[config.mk]
export PLATFORM = sky130hd
export DESIGN_NAME = smc_combiner
export DESIGN_NICKNAME = d
export VERILOG_FILES = /design/src/rtl/smc_pkg.sv /design/src/rtl/smc_align_term.sv /design/src/rtl/smc_string_cell.sv /design/src/rtl/smc_combiner.sv
export SDC_FILE = /design/constraint.sdc
export NUM_CORES = 1
export LEC_CHECK = 0
export ABC_AREA = 1
export CAP_MARGIN = 20
export CORE_MARGIN = 4
export CORE_UTILIZATION = 45
export CTS_CLUSTER_DIAMETER = 60
export DETAILED_ROUTE_END_ITERATION = 8
export DONT_BUFFER_PORTS = 1
export HOLD_SLACK_MARGIN = 0.08
export SLEW_MARGIN = 25
export SYNTH_ARGS = -nofsm -noshare
export SYNTH_HDL_FRONTEND = slang
export SYNTH_SLANG_ARGS = --single-unit
[constraint.sdc]
create_clock -name clk -period 0.9 [get_ports clk]
set_clock_uncertainty 0.05 [all_clocks]
set_input_delay 0.045 -clock clk [delete_from_list [all_inputs] [get_ports clk]]
set_output_delay 0.045 -clock clk [all_outputs]
set_load 0.02 [all_outputs]
[src/rtl/smc_pkg.sv]
// Shared helpers for the interleaved substring match combiner.
// Assumes lane-major packing: lane, then string, then piece.
package smc_pkg;

    // Flat bit position of piece `sub` of string `str` as reported by lane `lane`.
    function automatic int hit_index(input int lane, input int str, input int sub,
                                     input int strings, input int lanes);
        return lane * strings * lanes + str * lanes + sub;
    endfunction

    // Lane that must report piece `sub` for alignment `align`.
    function automatic int source_lane(input int sub, input int align, input int lanes);
        return (sub - align + lanes) % lanes;
    endfunction

endpackage

[src/rtl/smc_align_term.sv]
// One alignment term for one string: the AND of LANES lane signals.
// Pieces with index below ALIGN are taken from a one-cycle-delayed copy.
// Assumes cur_hits is lane-major for a single string: bit lane*LANES + piece.
module smc_align_term
    import smc_pkg::*;
#(
    parameter int LANES = 4,
    parameter int ALIGN = 0
) (
    input  logic                   clk,
    input  logic                   rst_n,
    input  logic [LANES*LANES-1:0] cur_hits,
    output logic                   term
);

    logic [LANES-1:0] picked;

    for (genvar i = 0; i < LANES; i++) begin : g_piece
        localparam int SRC = source_lane(i, ALIGN, LANES);
        if (i < ALIGN) begin : g_delayed
            logic prev_q;
            // Keep the earlier word's report for this piece; cleared by reset.
            always_ff @(posedge clk) begin
                if (!rst_n) prev_q <= 1'b0;
                else        prev_q <= cur_hits[SRC*LANES + i];
            end
            assign picked[i] = prev_q;
        end else begin : g_current
            assign picked[i] = cur_hits[SRC*LANES + i];
        end
    end

    // Every lane must agree for this alignment.
    always_comb term = &picked;

endmodule

[src/rtl/smc_string_cell.sv]
// Full combine for one search string: OR over all LANES alignment terms.
// Assumes the caller has gathered this string's pieces from every lane.
module smc_string_cell #(
    parameter int LANES = 4
) (
    input  logic                   clk,
    input  logic                   rst_n,
    input  logic [LANES*LANES-1:0] cur_hits,
    output logic                   str_hit
);

    logic [LANES-1:0] terms;

    for (genvar c = 0; c < LANES; c++) begin : g_align
        smc_align_term #(.LANES(LANES), .ALIGN(c)) term_i (
            .clk      (clk),
            .rst_n    (rst_n),
            .cur_hits (cur_hits),
            .term     (terms[c])
        );
    end

    // The string is present if any alignment is satisfied.
    always_comb str_hit = |terms;

endmodule

[src/rtl/smc_combiner.sv]
// Top: regroups the per-lane report vectors by string, runs one combine cell
// per string and registers the per-string hits.
// Assumes reports are single-cycle pulses from identical byte-lane matchers.
module smc_combiner
    import smc_pkg::*;
#(
    parameter int LANES   = 4,
    parameter int STRINGS = 3
) (
    input  logic                               clk,
    input  logic                               rst_n,
    input  logic [LANES*STRINGS*LANES-1:0]     lane_hits_i,
    output logic [STRINGS-1:0]                 match_o
);

    localparam int CELL_W = LANES * LANES;

    logic [STRINGS-1:0] hit_now;

    for (genvar s = 0; s < STRINGS; s++) begin : g_str
        logic [CELL_W-1:0] gathered;
        for (genvar x = 0; x < LANES; x++) begin : g_lane
            for (genvar y = 0; y < LANES; y++) begin : g_sub
                assign gathered[x*LANES + y] = lane_hits_i[hit_index(x, s, y, STRINGS, LANES)];
            end
        end
        smc_string_cell #(.LANES(LANES)) cell_i (
            .clk      (clk),
            .rst_n    (rst_n),
            .cur_hits (gathered),
            .str_hit  (hit_now[s])
        );
    end

    // Register the per-string hits; cleared by reset.
    always_ff @(posedge clk) begin
        if (!rst_n) match_o <= '0;
        else        match_o <= hit_now;
    end

endmodule

# ---- Yosys cells after proc, flatten, opt, wreduce, memory -nomap -nowiden
# Cells that the tools add are included.
dict set report classes {
  n_reduce_logical 15
}
# operator n
set op_table {}
lappend op_table {{4-bit AND reduction} 12}
lappend op_table {{4-bit OR reduction} 3}
dict set report word_totals {
  ff_bits 21
  wordCells 34
}

# ---- Logic depth before layout (Yosys ltp)
dict set report logic_depth {
  depth_word 2
  ltp_mapped 6
  mapped_depth_nobuf 6
}

# ---- By module
# Synthesis repeated with hierarchy kept, for this count alone.
dict set report hier_totals {
  hier_cells 108
  hier_area_um2 747.0
}
# module area_per_inst_um2 n_inst cells_per_inst
set modules_own_cells {}
lappend modules_own_cells {{smc_align_term at g_str[0].cell_i.g_align[3].term_i ...} 93.8 3 12}
lappend modules_own_cells {{smc_align_term at g_str[0].cell_i.g_align[2].term_i ...} 66.3 3 9}
lappend modules_own_cells {{smc_align_term at g_str[0].cell_i.g_align[1].term_i ...} 38.8 3 6}
lappend modules_own_cells {smc_combiner 82.6 1 9}
lappend modules_own_cells {{smc_align_term at g_str[0].cell_i.g_align[0].term_i ...} 11.3 3 3}
lappend modules_own_cells {smc_string_cell 11.3 3 3}

# ---- Worst setup path after synthesis
# Ideal clock, no wire load.
dict set report synth_path {
  path_kind {register to register}
  startpoint {register g_str[0].cell_i.g_align[1].term_i.g_piece[0].g_delayed.prev_q}
  endpoint {register match_o[0]}
  synth_period_minus_slack_ps 718
  setup_ps 113
  path_buffers 0
  required_time_ps 737
  setup_slack_ps 182
  t_arrival_ps 555
  stages_incl_launch_ff 7
  path_cell_list {dfxtp_1 > nand2_1 > inv_1 > nand2_1 > nand2_1 > nor2_1 > nor2_1}
}
dict set report synth_via {
  elab_chain_len 2
}
# element line_no
set synth_lines {}
lappend synth_lines {{start, declared} smc_align_term.sv:21} ;# logic prev_q;
lappend synth_lines {{start signal, assigned} smc_align_term.sv:25} ;# else prev_q <= cur_hits[SRC*LANES + i];
lappend synth_lines {{4-bit AND reduction} smc_align_term.sv:34} ;# always_comb term = &picked;
lappend synth_lines {{4-bit OR reduction} smc_string_cell.sv:24} ;# always_comb str_hit = |terms;
lappend synth_lines {{end signal, assigned} smc_combiner.sv:38} ;# else match_o <= hit_now;
lappend synth_lines {{end, declared} smc_combiner.sv:13} ;# output logic [STRINGS-1:0] match_o
# No other way between the ends.
# A chain may end at the register's enable or synchronous reset.

# ---- Worst setup path in the final report
dict set report layout_path {
  startpoint {input port lane_hits_i[30]}
  endpoint {register match_o[1]}
}
dict set report layout_via {
  elab_chain_len 2
}
# element line_no
set layout_lines {}
lappend layout_lines {{start, declared} smc_combiner.sv:12} ;# input logic [LANES*STRINGS*LANES-1:0] lane_hits_i,
lappend layout_lines {{4-bit AND reduction} smc_align_term.sv:34}
lappend layout_lines {{4-bit OR reduction} smc_string_cell.sv:24}
# No other way between the ends.

==> qor.csv <==
stage,metric,value,unit
worst_setup_path,cpMostUsedCell,nand2_1,
synth,ys_types,8,
detailed_routing,ant_nets,0,
place,place_congestion,0.557,
clock_tree,cts_tree,done,
worst_setup_path,cp_num_buf_inv,2,
run_status,status,"finished, final reports clean",
synth,syn-cell-area,826,um^2
sta,fmax,1170,MHz
worst_setup_path,critPathMaxFanout,1,
clock_tree,clock-sinks,21,
worst_setup_path,crit_cells,7,
sta,fin_crit,857,ps
final_layout,area_growth,62.9,%
detailed_routing,drt_pass1_iterations,5,
place,placed_area,826,um^2
worst_setup_path,critical_path.startpoint_type,primary input,
worst_setup_path,crit_end,match_o[1]$_SDFF_PN0_,
clock_tree,cts_buffer_depth,2,
global_route,grt_pass1_wl,3690,um
final_layout,final_cell_area,1350,um^2
power,power_density,1270,nW/um^2
clock_tree,clk_pin_slew,110,ps
sta,final_hold_viol_count,0,
detailed_routing,detail_route.wl_per_cell,11.9,um
worst_setup_path,cp_cell_sequence,dlygate4sd3_1 > nand2_1 > inv_1 > nand2_1 > nand2_1 > nor2_1 > nor2_1,
floorplan,die-area,2580,um^2
final_layout,fin_nets,222,
worst_setup_path,end_kind,flip-flop,
floorplan,start_util,47.8,%
floorplan,fp.coreArea,1730,um^2
global_route,antenna_found_initial,0,
worst_setup_path,cp-startpoint,lane_hits_i[30],
worst_setup_path,reg2reg_slack,110,ps
power,ir_worst_vdd,0.00122,V
job,cap_violations,0,
worst_setup_path,slowest_delay,550,ps
synth,yosysWarningCount,0,
min_path,min_path_type,in -> reg,
global_route,grt_pass1_vias,895,
synth,syn_inst,120,
global_route,overflow,0,
worst_setup_path,reg2reg_depth,6,
sta,fin_crit_sh,95.3,%
floorplan,die_w,50.8,um
clock_tree,cts_inserted_buffers,3,
synth,avgSynthCellArea,6.88,um^2
clock_tree,clkLatencyLatePin,300,ps
synth,synth_nets,170,
final_layout,fin_util,77.9,%
worst_setup_path,slowest_stage,dlygate4sd3_1,
worst_setup_path,worstSetupPathType,in -> reg,
sta,fin_hold_ws,220,ps
sta,setup_viol,0,
synth,ys_ff_latch,21,
floorplan,row_count,15,
detailed_routing,drt_iter0_drc,19,
final_layout,drive_above_1_share,2.34,%
detailed_routing,vias,837,
floorplan,ioPinCount,53,
detailed_routing,via_per_inst,4.27,
worst_setup_path,required,1060,ps
place,port_buffers,0,
power,finalPower,1.71,mW
clock_tree,post_cts_buffers,0,
worst_setup_path,cp_data_arrival_time,1020,ps
clock_tree,root_buffer,clkbuf_4,
sta,max-slew-margin-rel,73.2,%
detailed_routing,routed_wl,2340,um
power,p_leak,0.817,nW
synth,yosysSeqAreaShare,50.9,%
final_layout,n_antenna_cell,0,
sta,final-max-slew-violation-count,0,
global_route,grt_util_all_layers,19.5,%
clock_tree,cts.htree.levels,1,
floorplan,dieHeight,50.8,um
worst_setup_path,critPathTopFamily,buffers and inverters,
place,dp_hpwl,1050,um
worst_setup_path,worst_r2r_endpoint,match_o[0]$_SDFF_PN0_,
sta,rsz0062_at_grt,no,
detailed_routing,drc,0,
sta,worst_pin_slew,403,ps
sta,setup_tns,0,ps
global_route,grt_max_degree,12,
Yosys cell counts:
cell / count / area, um^2
buf_6: 1 / 11.3
nand4_1: 3 / 18.8
buf_12: 1 / 20.0
nor2_1: 6 / 22.5
nand2_1: 50 / 188
inv_1: 37 / 139
nand2_2: 1 / 6.26
dfxtp_1: 21 / 420
layout by cell type (no fill, tap or decap):
master	n
clkbuf_1	1
clkbuf_4	3
inv_1	37
dlygate4sd3_1	48
dlymetal6s4s_1	1
nand2_2	1
nand2_1	50
dfxtp_1	21
nand4_1	3
nor2_1	6
worst min path at each step:
stage / from / end / slack (ps) / cells after the start
2_1_floorplan: lane_hits_i[37] / flip-flop / 90 / 2
3_3_place_gp: rst_n / flip-flop / 90 / 2
3_5_place_dp: rst_n / flip-flop / 90 / 2
4_1_cts: rst_n / flip-flop / 310 / 3
5_1_grt: rst_n / flip-flop / 240 / 3
6_report: rst_n / flip-flop / 220 / 3
cell type report:
class                   instances  area (um^2)
repair buffers                 49          493
flip-flops and latches         21          420
fillers                       137          382
multi-input cells              60          235
inverters                      37          139
well taps                      25         31.3
clock buffers                   4         26.3
cells by family (layout without fill, tap and decap cells):
group | count (synthesis) | after routing | share of synthesized area (%)
flops | 21 | 21 | 50.9
simple gates | 60 | 60 | 28.5
buf+inv | 39 | 90 | 20.6
metrics by stage:
step / setup WS [ps] / cells
after floorplan: 182 / 120
after global placement: 149 / 143
after detailed placement: 133 / 143
after CTS: 1.65 / 196
after global routing: 12.1 / 196
final: 42.7 / 196
what timing repair did:
item / in CTS / in global routing
endpoints found under the setup margin: 0 / 3
hold buffers: 49 / 0
resized for setup: 0 / 1
endpoints found under the hold margin: 21 / 0
tightest hold or removal path: stages:
cell and delay [ps]:
dlymetal6s4s_1 360, nand2_1 110, inv_1 30
metal layers:
metal | GRT usage [%] | wire length [um] | up-vias
li1 | - | - | 430
met1 | 16.2 | 851 | 350
met2 | 38.5 | 1170 | 51
met5 | 0 | 0 | -
met4 | 10.3 | 53 | 0
met3 | 7.58 | 264 | 6
flip-flops by register name (all words and copies together), names as in the netlist:
name,cells
match_o,3
g_str.cell_i.g_align.term_i.g_piece.g_delayed.prev_q,18
power breakdown:
part / total (mW) / switching [mW] / internal (mW)
Combinational: 0.263 / 0.0892 / 0.174
Sequential: 0.996 / 0.0195 / 0.977
Clock: 0.450 / 0.277 / 0.173
Total: 1.71 / 0.386 / 1.32
Power figures use the tool's default switching activity.
